**config.mk**
```make
export PLATFORM = sky130hd
export DESIGN_NAME = vlcfg_unit
export DESIGN_NICKNAME = d
export VERILOG_FILES = /design/src/rtl/vlcfg_pkg.sv /design/src/rtl/vlcfg_popcnt.sv /design/src/rtl/vlcfg_divider.sv /design/src/rtl/vlcfg_unit.sv
export SDC_FILE = /design/constraint.sdc
export NUM_CORES = 1
export LEC_CHECK = 0
export ABC_AREA = 1
export BUFFER_PORTS_ARGS = -buffer_cell sky130_fd_sc_hd__buf_2
export CAP_MARGIN = 20
export CORE_MARGIN = 2
export CORE_UTILIZATION = 59
export CTS_CLUSTER_DIAMETER = 80
export DETAILED_ROUTE_END_ITERATION = 12
export PLACE_DENSITY_LB_ADDON = 0.2
export SKIP_LAST_GASP = 1
export SYNTH_ARGS = -nofsm -noshare
export SYNTH_HDL_FRONTEND = slang
export SYNTH_SLANG_ARGS = --single-unit
export TNS_END_PERCENT = 100
```
**constraint.sdc**
```tcl
create_clock -name clk -period 5.6 [get_ports clk]
set_input_delay 1.68 -clock clk [delete_from_list [all_inputs] [get_ports clk]]
set_output_delay 1.68 -clock clk [all_outputs]
set_load 0.05 [all_outputs]
```
**src/rtl/vlcfg_pkg.sv**
```systemverilog
package vlcfg_pkg;

   typedef enum logic [0:0] {
      DIV_IDLE = 1'b0,
      DIV_RUN  = 1'b1
   } div_state_e;

endpackage

```
**src/rtl/vlcfg_popcnt.sv**
```systemverilog
module vlcfg_popcnt #(
   parameter int NBITS = 8,
   localparam int OUT_W = $clog2(NBITS + 1)
) (
   input  logic [NBITS-1:0] bits,
   output logic [OUT_W-1:0] count
);

   logic [OUT_W-1:0] psum [NBITS+1];

   assign psum[0] = '0;

   for (genvar g = 0; g < NBITS; g++) begin : g_add
      assign psum[g+1] = psum[g] + OUT_W'(bits[g]);
   end

   assign count = psum[NBITS];

endmodule

```
**src/rtl/vlcfg_divider.sv**
```systemverilog
module vlcfg_divider
   import vlcfg_pkg::*;
#(
   parameter int DIV_W = 9,
   parameter int DS_W  = 7,
   localparam int CNT_W = $clog2(DIV_W + 1)
) (
   input  logic             clk,
   input  logic             rst_n,
   input  logic             start,
   input  logic [DIV_W-1:0] dividend,
   input  logic [DS_W-1:0]  divisor,
   output logic [DIV_W-1:0] quotient,
   output logic             done
);

   div_state_e       state;
   logic [DS_W-1:0]  rem;
   logic [DS_W-1:0]  dsr;
   logic [CNT_W-1:0] cnt;
   logic [DS_W:0]    rem_sh;
   logic             take;
   logic [DS_W-1:0]  rem_nx;

   // One restoring step: shift in the next dividend bit, subtract when it fits.
   always_comb begin
      rem_sh = {rem, quotient[DIV_W-1]};
      take   = rem_sh >= {1'b0, dsr};
      rem_nx = take ? DS_W'(rem_sh - {1'b0, dsr}) : rem_sh[DS_W-1:0];
   end

   always_ff @(posedge clk) begin
      if (!rst_n) begin
         state    <= DIV_IDLE;
         rem      <= '0;
         dsr      <= '0;
         cnt      <= '0;
         quotient <= '0;
         done     <= 1'b0;
      end else begin
         done <= 1'b0;
         if (start) begin
            state    <= DIV_RUN;
            rem      <= '0;
            dsr      <= divisor;
            quotient <= dividend;
            cnt      <= CNT_W'(DIV_W);
         end else if (state == DIV_RUN) begin
            rem      <= rem_nx;
            quotient <= {quotient[DIV_W-2:0], take};
            cnt      <= cnt - 1'b1;
            if (cnt == CNT_W'(1)) begin
               state <= DIV_IDLE;
               done  <= 1'b1;
            end
         end
      end
   end

endmodule

```
**src/rtl/vlcfg_unit.sv**
```systemverilog
module vlcfg_unit #(
   parameter int DATA_W        = 16,
   parameter int NBANKS        = 8,
   parameter int CNT_W         = 6,
   parameter int REQ_W         = 16,
   parameter int REGS_PER_BANK = 256,
   parameter int UT_LIMIT      = 2048,
   localparam int LEN_W        = $clog2(UT_LIMIT + 1)
) (
   input  logic              clk,
   input  logic              rst_n,
   input  logic              bank_wr,
   input  logic [DATA_W-1:0] bank_data,
   input  logic              use_wr,
   input  logic [CNT_W-1:0]  int_use,
   input  logic [CNT_W-1:0]  fp_use,
   input  logic              req_valid,
   input  logic [REQ_W-1:0]  req_len,
   output logic [LEN_W-1:0]  max_len,
   output logic              max_valid,
   output logic              grant_valid,
   output logic [LEN_W-1:0]  grant_len
);

   localparam int BCNT_W = $clog2(NBANKS + 1);
   localparam int DIV_W  = $clog2(REGS_PER_BANK + 1);
   localparam int DS_W   = CNT_W + 1;
   localparam int PROD_W = DIV_W + BCNT_W;
   localparam int CMP_W  = (REQ_W > LEN_W) ? REQ_W : LEN_W;
   localparam int FULL   = REGS_PER_BANK * NBANKS;

   if (NBANKS < 1 || NBANKS > DATA_W) begin : g_chk_banks
      $error("vlcfg_unit: NBANKS must be within 1..DATA_W");
   end
   if (REGS_PER_BANK < 2) begin : g_chk_rpb
      $error("vlcfg_unit: REGS_PER_BANK must be at least 2");
   end
   if (UT_LIMIT < 1) begin : g_chk_lim
      $error("vlcfg_unit: UT_LIMIT must be positive");
   end

   logic [NBANKS-1:0] bank_q;
   logic [CNT_W-1:0]  iu_q, fu_q;
   logic              start_q;
   logic              pend_q;
   logic [REQ_W-1:0]  pend_len;
   logic              wr_any;
   logic [DS_W-1:0]   total;
   logic [DS_W-1:0]   divisor;
   logic [DIV_W-1:0]  quo;
   logic              div_done;
   logic [BCNT_W-1:0] nbank;
   logic [PROD_W-1:0] prod;
   logic [LEN_W-1:0]  capped;
   logic              serve_ok;

   if (DATA_W > NBANKS) begin : g_hi
      logic unused_hi;
      assign unused_hi = ^bank_data[DATA_W-1:NBANKS];
   end

   assign wr_any   = bank_wr | use_wr;
   assign total    = DS_W'(iu_q) + DS_W'(fu_q);
   // With fewer than two registers in use the formula degenerates to a divide by one.
   assign divisor  = (total < DS_W'(2)) ? DS_W'(1) : DS_W'(total - DS_W'(1));
   assign serve_ok = max_valid & ~wr_any;

   vlcfg_popcnt #(.NBITS(NBANKS)) u_popcnt (
      .bits  (bank_q),
      .count (nbank)
   );

   vlcfg_divider #(.DIV_W(DIV_W), .DS_W(DS_W)) u_div (
      .clk      (clk),
      .rst_n    (rst_n),
      .start    (start_q),
      .dividend (DIV_W'(REGS_PER_BANK)),
      .divisor  (divisor),
      .quotient (quo),
      .done     (div_done)
   );

   assign prod = PROD_W'(quo) * PROD_W'(nbank);

   if (UT_LIMIT >= FULL) begin : g_nocap
      assign capped = LEN_W'(prod);
   end else begin : g_cap
      assign capped = (prod > PROD_W'(UT_LIMIT)) ? LEN_W'(UT_LIMIT) : prod[LEN_W-1:0];
   end

   // Configuration capture and maximum length update.
   always_ff @(posedge clk) begin
      if (!rst_n) begin
         bank_q    <= '0;
         iu_q      <= '0;
         fu_q      <= '0;
         start_q   <= 1'b0;
         max_len   <= '0;
         max_valid <= 1'b1;
      end else begin
         start_q <= wr_any;
         if (bank_wr) bank_q <= bank_data[NBANKS-1:0];
         if (use_wr) begin
            iu_q <= int_use;
            fu_q <= fp_use;
         end
         if (wr_any) begin
            max_valid <= 1'b0;
         end else if (div_done && !start_q) begin
            max_len   <= capped;
            max_valid <= 1'b1;
         end
      end
   end

   // Request handling: answer at once when valid, otherwise hold the latest.
   always_ff @(posedge clk) begin
      if (!rst_n) begin
         pend_q      <= 1'b0;
         pend_len    <= '0;
         grant_valid <= 1'b0;
         grant_len   <= '0;
      end else begin
         grant_valid <= 1'b0;
         if (req_valid) begin
            if (serve_ok) begin
               pend_q      <= 1'b0;
               grant_valid <= 1'b1;
               grant_len   <= (CMP_W'(req_len) < CMP_W'(max_len)) ? LEN_W'(req_len) : max_len;
            end else begin
               pend_q   <= 1'b1;
               pend_len <= req_len;
            end
         end else if (pend_q && serve_ok) begin
            pend_q      <= 1'b0;
            grant_valid <= 1'b1;
            grant_len   <= (CMP_W'(pend_len) < CMP_W'(max_len)) ? LEN_W'(pend_len) : max_len;
         end
      end
   end

endmodule

```
# After elaboration in Yosys (flattened, before gate mapping)

Cells that the tools add are included.

Register bits after elaboration: 93
Bits of input ports: 49
Output and inout bits: 26
Word-level logic and storage cells: 76

$add $sub $neg: 11
Multipliers: 1
Order comparisons: 4
Equal/unequal tests: 2
Mux-type cells: 23
Bitwise operators: 6
Reduce and logical (&&, ||, !) cells: 11

Operator list:

| cell                  | count |
|---|---|
| $mux W12              | 5 |
| $lt A16 B12 Y1        | 2 |
| $add A4 B1 Y4         | 6 |
| $mux W9               | 2 |
| $mux W7               | 2 |
| $mul A9 B4 Y12        | 1 |
| $mux W1               | 12 |
| $ge A8 B7 Y1          | 1 |
| $mux W4               | 2 |
| $add A6 B6 Y7         | 1 |
| $lt A7 B2 Y1 const B  | 1 |
| $sub A7 B1 Y7 const B | 1 |
| $sub A7 B7 Y7         | 1 |
| $reduce_and A2 Y1     | 3 |
| $reduce_bool A2 Y1    | 3 |
| $eq A4 B1 Y1 const B  | 1 |
| $not A1 Y1            | 4 |
| $sub A4 B1 Y4 const B | 1 |
| $reduce_or A3 Y1      | 1 |
| $add A1 B1 Y2         | 1 |
| $logic_and A1 B1 Y1   | 2 |
| $ne A2 B1 Y1 const B  | 1 |
| $reduce_or A2 Y1      | 1 |
| $and A1 B1 Y1         | 1 |
| 2 further kinds       | 2 |

# Logic depth before layout (Yosys ltp)

Gate-level depths: netlist of the first run.

Depth in word-level cells: 8
Gate-level depth with buffers: 23
Mapped depth without buffers: 23

# By module

From an unflattened synthesis of the first run, not the netlist that was laid out.

Cells, all modules: 952
Area total of the unflattened synthesis: 6615.1 um^2

By module, submodules not included:

| module        | instances | cells each | area each (um^2) |
|---|---|---|---|
| vlcfg_unit    | 1         | 690        | 4720.8 |
| vlcfg_divider | 1         | 233        | 1692.9 |
| vlcfg_popcnt  | 1         | 29         | 201.4 |

# Worst setup path after synthesis of the first run

No wires, ideal clock.

Kind: register -> register
From: register bank_q[2]
To: register max_len[8]
Arrival time: 4.899 ns
Required time: 5.485 ns
Path slack: 0.586 ns
Stages on the path, launching flop included: 20
Path buffers: 0
Period minus slack after synthesis: 5.014 ns
Cell sequence: dfxtp_1 -> inv_1 -> fa_1 -> fa_1 -> fa_1 -> inv_1 -> fa_1 -> xnor2_1 -> or2_2 -> fa_1 -> inv_1 -> fa_1 -> inv_1 -> fa_1 -> o21ai_0 -> a21oi_1 -> o21ai_0 -> xor2_1 -> o21ai_0 -> inv_1

Longest elaborated chain between the ends: 7

RTL lines:

| element                     | RTL line           | RTL |
|---|---|---|
| start: declaration          | vlcfg_unit.sv:42   | `logic [NBANKS-1:0] bank_q;` |
| start signal: assignment    | vlcfg_unit.sv:102  | `if (bank_wr) bank_q <= bank_data[NBANKS-1:0];` |
| $add A4 B1 Y4 (6 in series) | vlcfg_popcnt.sv:14 | `assign psum[g+1] = psum[g] + OUT_W'(bits[g]);` |
| $mul A9 B4 Y12              | vlcfg_unit.sv:83   | `assign prod = PROD_W'(quo) * PROD_W'(nbank);` |
| end signal: assignment      | vlcfg_unit.sv:110  | `max_len <= capped;` |
| end: declaration            | vlcfg_unit.sv:19   | `output logic [LEN_W-1:0] max_len,` |

No other way between the ends.
A chain may end at the register's enable or synchronous reset.

# Worst setup path in the final report of the first run

Same ends and word-level chain as after synthesis.

==> results of run 1 <==
## registers in the layout, indices dropped and copies added, names as in the netlist, 4 cells and up
| signal | count |
|---|---|
| u_div.rem | 7 |
| max_len | 12 |
| iu_q | 6 |
| u_div.cnt | 4 |
| u_div.dsr | 7 |
| pend_len | 16 |
| bank_q | 8 |
| fu_q | 6 |
| grant_len | 12 |
| u_div.quotient | 9 |
## worst min-delay path by stage
| stage | startpoint | end | cells after the start |
|---|---|---|---|
| after floorplan | u_div.dsr[2]$_SDFFE_PN0P_ | u_div.dsr[2]$_SDFFE_PN0P_ | 2 |
| after global placement | u_div.dsr[5]$_SDFFE_PN0P_ | u_div.dsr[5]$_SDFFE_PN0P_ | 2 |
| after detailed placement | u_div.dsr[4]$_SDFFE_PN0P_ | u_div.dsr[4]$_SDFFE_PN0P_ | 2 |
| after CTS | u_div.dsr[5]$_SDFFE_PN0P_ | u_div.dsr[5]$_SDFFE_PN0P_ | 2 |
| after global routing | u_div.dsr[3]$_SDFFE_PN0P_ | u_div.dsr[3]$_SDFFE_PN0P_ | 2 |
| final | u_div.dsr[5]$_SDFFE_PN0P_ | u_div.dsr[5]$_SDFFE_PN0P_ | 2 |
## synth_stat cells (12+ instances only)
master,count
dfxtp_1,93
o21a_1,12
a21oi_1,73
nor2_1,83
inv_1,152
o21ai_0,67
fa_1,20
clkbuf_1,18
nand2_1,141
nand3_1,76
ha_1,56
## kinds of logic after synthesis
family	Yosys count
buffers and inverters	186
flip-flops	93
XOR/XNOR	19
AND/OR/NAND/NOR	324
adder cells (fa/ha/maj)	76
AO/OA/AOI/OAI	175
## stage by stage
| step | hold slack [ns] | instance area (um2) | setup slack [ns] | power, mW |
|---|---|---|---|---|
| 6_report | 0.4695 | 6832 | 0.3429 | 1.722 |
| 5_1_grt | 0.4967 | 6832 | 0.08324 | 1.832 |
| 4_1_cts | 0.4676 | 6832 | 0.3164 | 1.726 |
| 3_5_place_dp | 0.4477 | 6633 | 0.3401 | 1.261 |
| 3_3_place_gp | 0.4484 | 6633 | 0.3955 | 1.240 |
| 2_1_floorplan | 0.4329 | 6223 | 0.5858 | 1.143 |
## metal layers
metal	track usage	share of wire
met1	0.3247	0.45
met2	0.4668	0.49
met3	0.04316	0.046
met4	0.1169	0.018
met5	0	0
## power by group
part           total, mW  switching [mW]  internal, mW
Combinational      0.513           0.325         0.188
Clock              0.469           0.251         0.218
Sequential         0.739          0.0335         0.706
Total               1.72           0.610          1.11
## critical path, cell delays in order, from the launching register on
cell and delay, ns:
dfxtp_1 0.32, inv_1 0.06, fa_1 0.50, fa_1 0.53, fa_1 0.16, inv_1 0.06, fa_1 0.37, xnor2_1 0.22
or2_2 0.33, fa_1 0.50, inv_1 0.05, fa_1 0.57, inv_1 0.07, fa_1 0.46, o21ai_0 0.34, a21oi_1 0.10
o21ai_0 0.21, xor2_1 0.10, o21ai_0 0.15, inv_1 0.05
## cell type report
class,instances,share of cell area
tap,136,0.02491
clock buffer,10,0.02015
sequential,93,0.2725
clock inverter,6,0.008974
timing repair buffer,71,0.05385
inverter,156,0.08571
multi-input combinational,594,0.5339
==> metrics.yaml, run 1 <==
period_share: 0.9388
ant_nets: 0
cap_violations: 0
p_per_area_nw_per_um2: 252.0
yosys.area.top_type: "dfxtp_1"
area_growth_pct: 9.771
synth-main-ff-cell: "dfxtp_1"
dp.cells: 1050
synth.area.mux_share: 0
drt_iter0_markers: 322
tightest_slew_ns: 0.9955
ctsResizeCount: 0
antenna_found_initial: 0
grt_pass1_wl_um: 24560
cts-htree-levels: 3
cts_made_buffers: 9
cp-start-kind: "flop"
num_rows: 37
hold_path.class: "flop to flop"
post-route-drc-count: 0
ctsHoldBuffers: 0
clock-sinks: 93
worstPathRequired_ns: 5.87
fin_setup_tns_ns: 0
tritoncts: "done"
synth_adder_area_share: 0.1769
drive_above_1_share: 0.1183
hold_viol_final: 0
ys_seq_area_frac: 0.2992
crit_path_end: "max_len[8]$_SDFFE_PN0P_"
gp_congestion: 0.8824
ff2ff_setup_slack_ns: 0.34
end_kind: "flop"
seq_area_um2: 1862
cts_root_buf: "clkbuf_8"
synthTopCellsByArea: "dfxtp_1 (30%), ha_1 (11%), inv_1 (9.2%)"
synth-edff-count: 0
wl_per_cell_um: 13.69
slew_viol_final: 0
final_common_cell: "inv_1"
rsz0062_at_grt: "false"
first_global_vias: 5540
grt.overflow.total: 0
die_w_um: 106.7
utilization: 0.6647
avgSynthCellArea_um2: 7.129
cts_setup_buffers: 0
synth-simple-area-share: 0.2236
ctsLongestPathBuffers: 2
startpoint: "bank_q[2]$_SDFFE_PN0P_"
synth-seq-cells: 93
syn_inst: 873
dr.pass1.iters: 5
yosys.area_share.xor_xnor: 0.02915
synth_top_family_by_area: "simple AND/OR/NAND/NOR gates"
power_leakage_nw: 3.523
grt_start_max_net_pins: 57
r2r_end: "max_len[8]$_SDFFE_PN0P_"
synth_cell_types: 41
multi_input_area_um2: 3647
ir_drop_uv: 196.3
layout_common_cells: "inv_1 (152), nand2_1 (141), dfxtp_1 (93)"
async_flop_share: 0
critPathKind: "flop to flop"
nFillCells: 952
fmax_ghz: 0.1902
fin_skew_ns: 0.007130
cp_data_arrival_time_ns: 5.53
diodes: 0
ys_warn_count: 0
worst-r2r-cell-count: 19
r2r_start: "bank_q[2]$_SDFFE_PN0P_"
clk_pin_slew_worst_paths_ns: 0.09
coreArea_um2: 10280
vias_per_cell: 5.347
synth_area_um2: 6223
setup_violations: 0
nNetsFinal: 1050
vias: 5700
relSlewSlack: 0.3356
drt_wl_total_um: 14600
start_util: 0.6056
die_h_um: 106.7
cp_max_fo: 5
layout_min_cycle_time_ns: 5.257
ioPinCount: 75
synth-compound-area-share: 0.1564
status: "complete, no violations"
die_area_um2: 11390
grt_util_all_layers: 0.2674
dp_hpwl_um: 11140
instances_no_fill: 1066
synth_nets: 998
synth_top_area_frac: 0.2992
numPortBuffers: 66
clk_latency_ns: 0.38
(Power assumes the default switching activity.)
==> inputs of run 2 (changes only) <==
--- a/config.mk
+++ b/config.mk
@@ -6,12 +6,13 @@
 export NUM_CORES = 1
 export LEC_CHECK = 0
 export ABC_AREA = 1
-export BUFFER_PORTS_ARGS = -buffer_cell sky130_fd_sc_hd__buf_2
+export BUFFER_PORTS_ARGS = -buffer_cell sky130_fd_sc_hd__clkbuf_2
 export CAP_MARGIN = 20
 export CORE_MARGIN = 2
 export CORE_UTILIZATION = 59
 export CTS_CLUSTER_DIAMETER = 80
 export DETAILED_ROUTE_END_ITERATION = 12
+export MAX_ROUTING_LAYER = met4
 export PLACE_DENSITY_LB_ADDON = 0.2
 export SKIP_LAST_GASP = 1
 export SYNTH_ARGS = -nofsm -noshare
==> run 2 against run 1 <==
  * Cell count stayed put
  * Fmax up 0.39%
  * Die area stayed put
  * Critical path depth stayed put
  * Worst setup slack gained 0.020 ns
  * Clock skew up 0.0047 ns
  * Sequential power barely moved
  * Flip-flop and latch count stayed put
  * Register-to-register slack improved by 0.02 ns
  * Largest cell class unchanged
  * Highest routed layer unchanged
==> metrics.yaml, run 2 (synthesis gave the netlist of run 1 again) <==
cts_setup_buffers: 0
hold_viol_final: 0
ctsLongestPathBuffers: 2
area_growth_pct: 9.871
die_area_um2: 11390
hold_path.class: "flop to flop"
p_per_area_nw_per_um2: 254.9
nNetsFinal: 1050
drive_above_1_share: 0.1183
num_rows: 37
reg_top3: "pend_len x16, grant_len x12, max_len x12"
power_leakage_nw: 3.508
status: "complete, no violations"
die_h_um: 106.7
cts-htree-levels: 3
grt_util_all_layers: 0.2721
p_comb_frac: 0.298
first_global_vias: 5458
fin_skew_ns: 0.01185
r2r_end: "max_len[8]$_SDFFE_PN0P_"
cp_max_fo: 5
clk_pin_slew_worst_paths_ns: 0.10
crit_path_end: "max_len[8]$_SDFFE_PN0P_"
ioPinCount: 75
drt_iter0_markers: 358
p_int_mw: 1.106
drt_wl_total_um: 14550
diodes: 0
r2r_start: "bank_q[2]$_SDFFE_PN0P_"
final_common_cell: "inv_1"
met2_usage: 0.4659
coreArea_um2: 10280
layout_common_cells: "inv_1 (152), nand2_1 (141), dfxtp_1 (93)"
period_share: 0.9351
grt-busiest-layer: "met2"
cp_data_arrival_time_ns: 5.52
grt.overflow.total: 0
regMostFlops: "pend_len"
start_util: 0.6056
cts_root_buf: "clkbuf_8"
post-route-drc-count: 0
dp_hpwl_um: 10960
rsz0062_at_grt: "false"
die_w_um: 106.7
p_sw_uw: 636.9
worst-r2r-cell-count: 19
ir_drop_uv: 196.2
largest_reg_flops: 16
slew_viol_final: 0
layout_min_cycle_time_ns: 5.237
ctsHoldBuffers: 0
wl_per_cell_um: 13.64
worstPathRequired_ns: 5.88
cap_violations: 0
vias_per_cell: 5.380
critPathKind: "flop to flop"
relSlewSlack: 0.3684
clock-sinks: 93
fin_hold_ws_ns: 0.4725
pwr-share-clk: 0.278
antenna_found_initial: 0
grtUsageMet1: 0.3410
ant_nets: 0
cts_made_buffers: 9
clk_latency_ns: 0.38
grt_start_max_net_pins: 57
ff2ff_setup_slack_ns: 0.36
grt_pass1_wl_um: 24450
use_met3: 0.02614
dr.pass1.iters: 5
seqPwrFrac: 0.424
vias: 5735
numPortBuffers: 66
setup_violations: 0
tritoncts: "done"
cp-start-kind: "flop"
startpoint: "bank_q[2]$_SDFFE_PN0P_"
tightest_slew_ns: 0.9464
sw_frac_of_total: 0.3654
fin_setup_tns_ns: 0
fmax_ghz: 0.1910
end_kind: "flop"
gp_congestion: 0.8749
ctsResizeCount: 0
==> run 2: cell types whose count changed in the layout (fill, tap and decap cells not counted), sizes merged <==
cell    before  now
buf         71    5
clkbuf      10   75
inv        155  157
clkinv       5    4
==> run 2: worst min path at each step <==
stage | start | end | slack [ns] | cells past startpoint
2_1_floorplan | u_div.dsr[2]$_SDFFE_PN0P_ | u_div.dsr[2]$_SDFFE_PN0P_ | 0.43 | 2
4_1_cts | u_div.dsr[3]$_SDFFE_PN0P_ | u_div.dsr[3]$_SDFFE_PN0P_ | 0.47 | 2
3_5_place_dp | u_div.dsr[3]$_SDFFE_PN0P_ | u_div.dsr[3]$_SDFFE_PN0P_ | 0.45 | 2
6_report | u_div.dsr[3]$_SDFFE_PN0P_ | u_div.dsr[3]$_SDFFE_PN0P_ | 0.47 | 2
3_3_place_gp | u_div.dsr[2]$_SDFFE_PN0P_ | u_div.dsr[2]$_SDFFE_PN0P_ | 0.45 | 2
5_1_grt | u_div.dsr[4]$_SDFFE_PN0P_ | u_div.dsr[4]$_SDFFE_PN0P_ | 0.50 | 2
==> run 2: power by group through the flow <==
| stage | Combinational [mW] | Sequential, mW | Clock (mW) |
|---|---|---|---|
| 2_1_floorplan | 0.382 | 0.761 | 0 |
| 3_3_place_gp | 0.496 | 0.751 | 0 |
| 3_5_place_dp | 0.514 | 0.754 | 0 |
| 4_1_cts | 0.519 | 0.738 | 0.487 |
| 5_1_grt | 0.589 | 0.745 | 0.512 |
| 6_report | 0.520 | 0.739 | 0.484 |
==> run 2: critical path: stages (launching register included) <==
cell and delay (ns):
dfxtp_1 0.32, inv_1 0.06, fa_1 0.51, fa_1 0.53, fa_1 0.16, inv_1 0.06
fa_1 0.37, xnor2_1 0.25, or2_2 0.35, fa_1 0.50, inv_1 0.05, fa_1 0.57
inv_1 0.07, fa_1 0.46, o21ai_1 0.27, a21oi_1 0.10, o21ai_0 0.21, xor2_1 0.10
o21ai_0 0.15, inv_1 0.05
==> run 2: routing by layer <==
metal | part of all wire | vias up
met1 | 0.45 | 2659
met4 | 0.017 | 0
met5 | 0 | -
met2 | 0.49 | 161
met3 | 0.043 | 24
li1 | - | 2891
==> run 2: per-stage QoR <==
| stage | std cells | worst slack, ns | power [mW] | cell area [um2] | utilization |
|---|---|---|---|---|---|
| floorplan | 873 | 0.5858 | 1.143 | 6223 | - |
| global placement | 1050 | 0.3420 | 1.247 | 6633 | 0.6454 |
| detailed placement | 1050 | 0.2715 | 1.267 | 6633 | 0.6454 |
| CTS | 1066 | 0.2577 | 1.745 | 6838 | 0.6653 |
| global route | 1066 | 0.04927 | 1.846 | 6838 | 0.6653 |
| finish | 1066 | 0.3633 | 1.743 | 6838 | 0.6653 |
==> run 2: cell type report <==
type | instances | area, um2
Clock buffer | 9 | 123.9
Clock inverter | 7 | 81.33
Fill cell | 944 | 3440
Inverter | 156 | 585.6
Multi-Input combinational cell | 594 | 3647
Sequential cell | 93 | 1862
Tap cell | 136 | 170.2
Timing Repair Buffer | 71 | 367.9
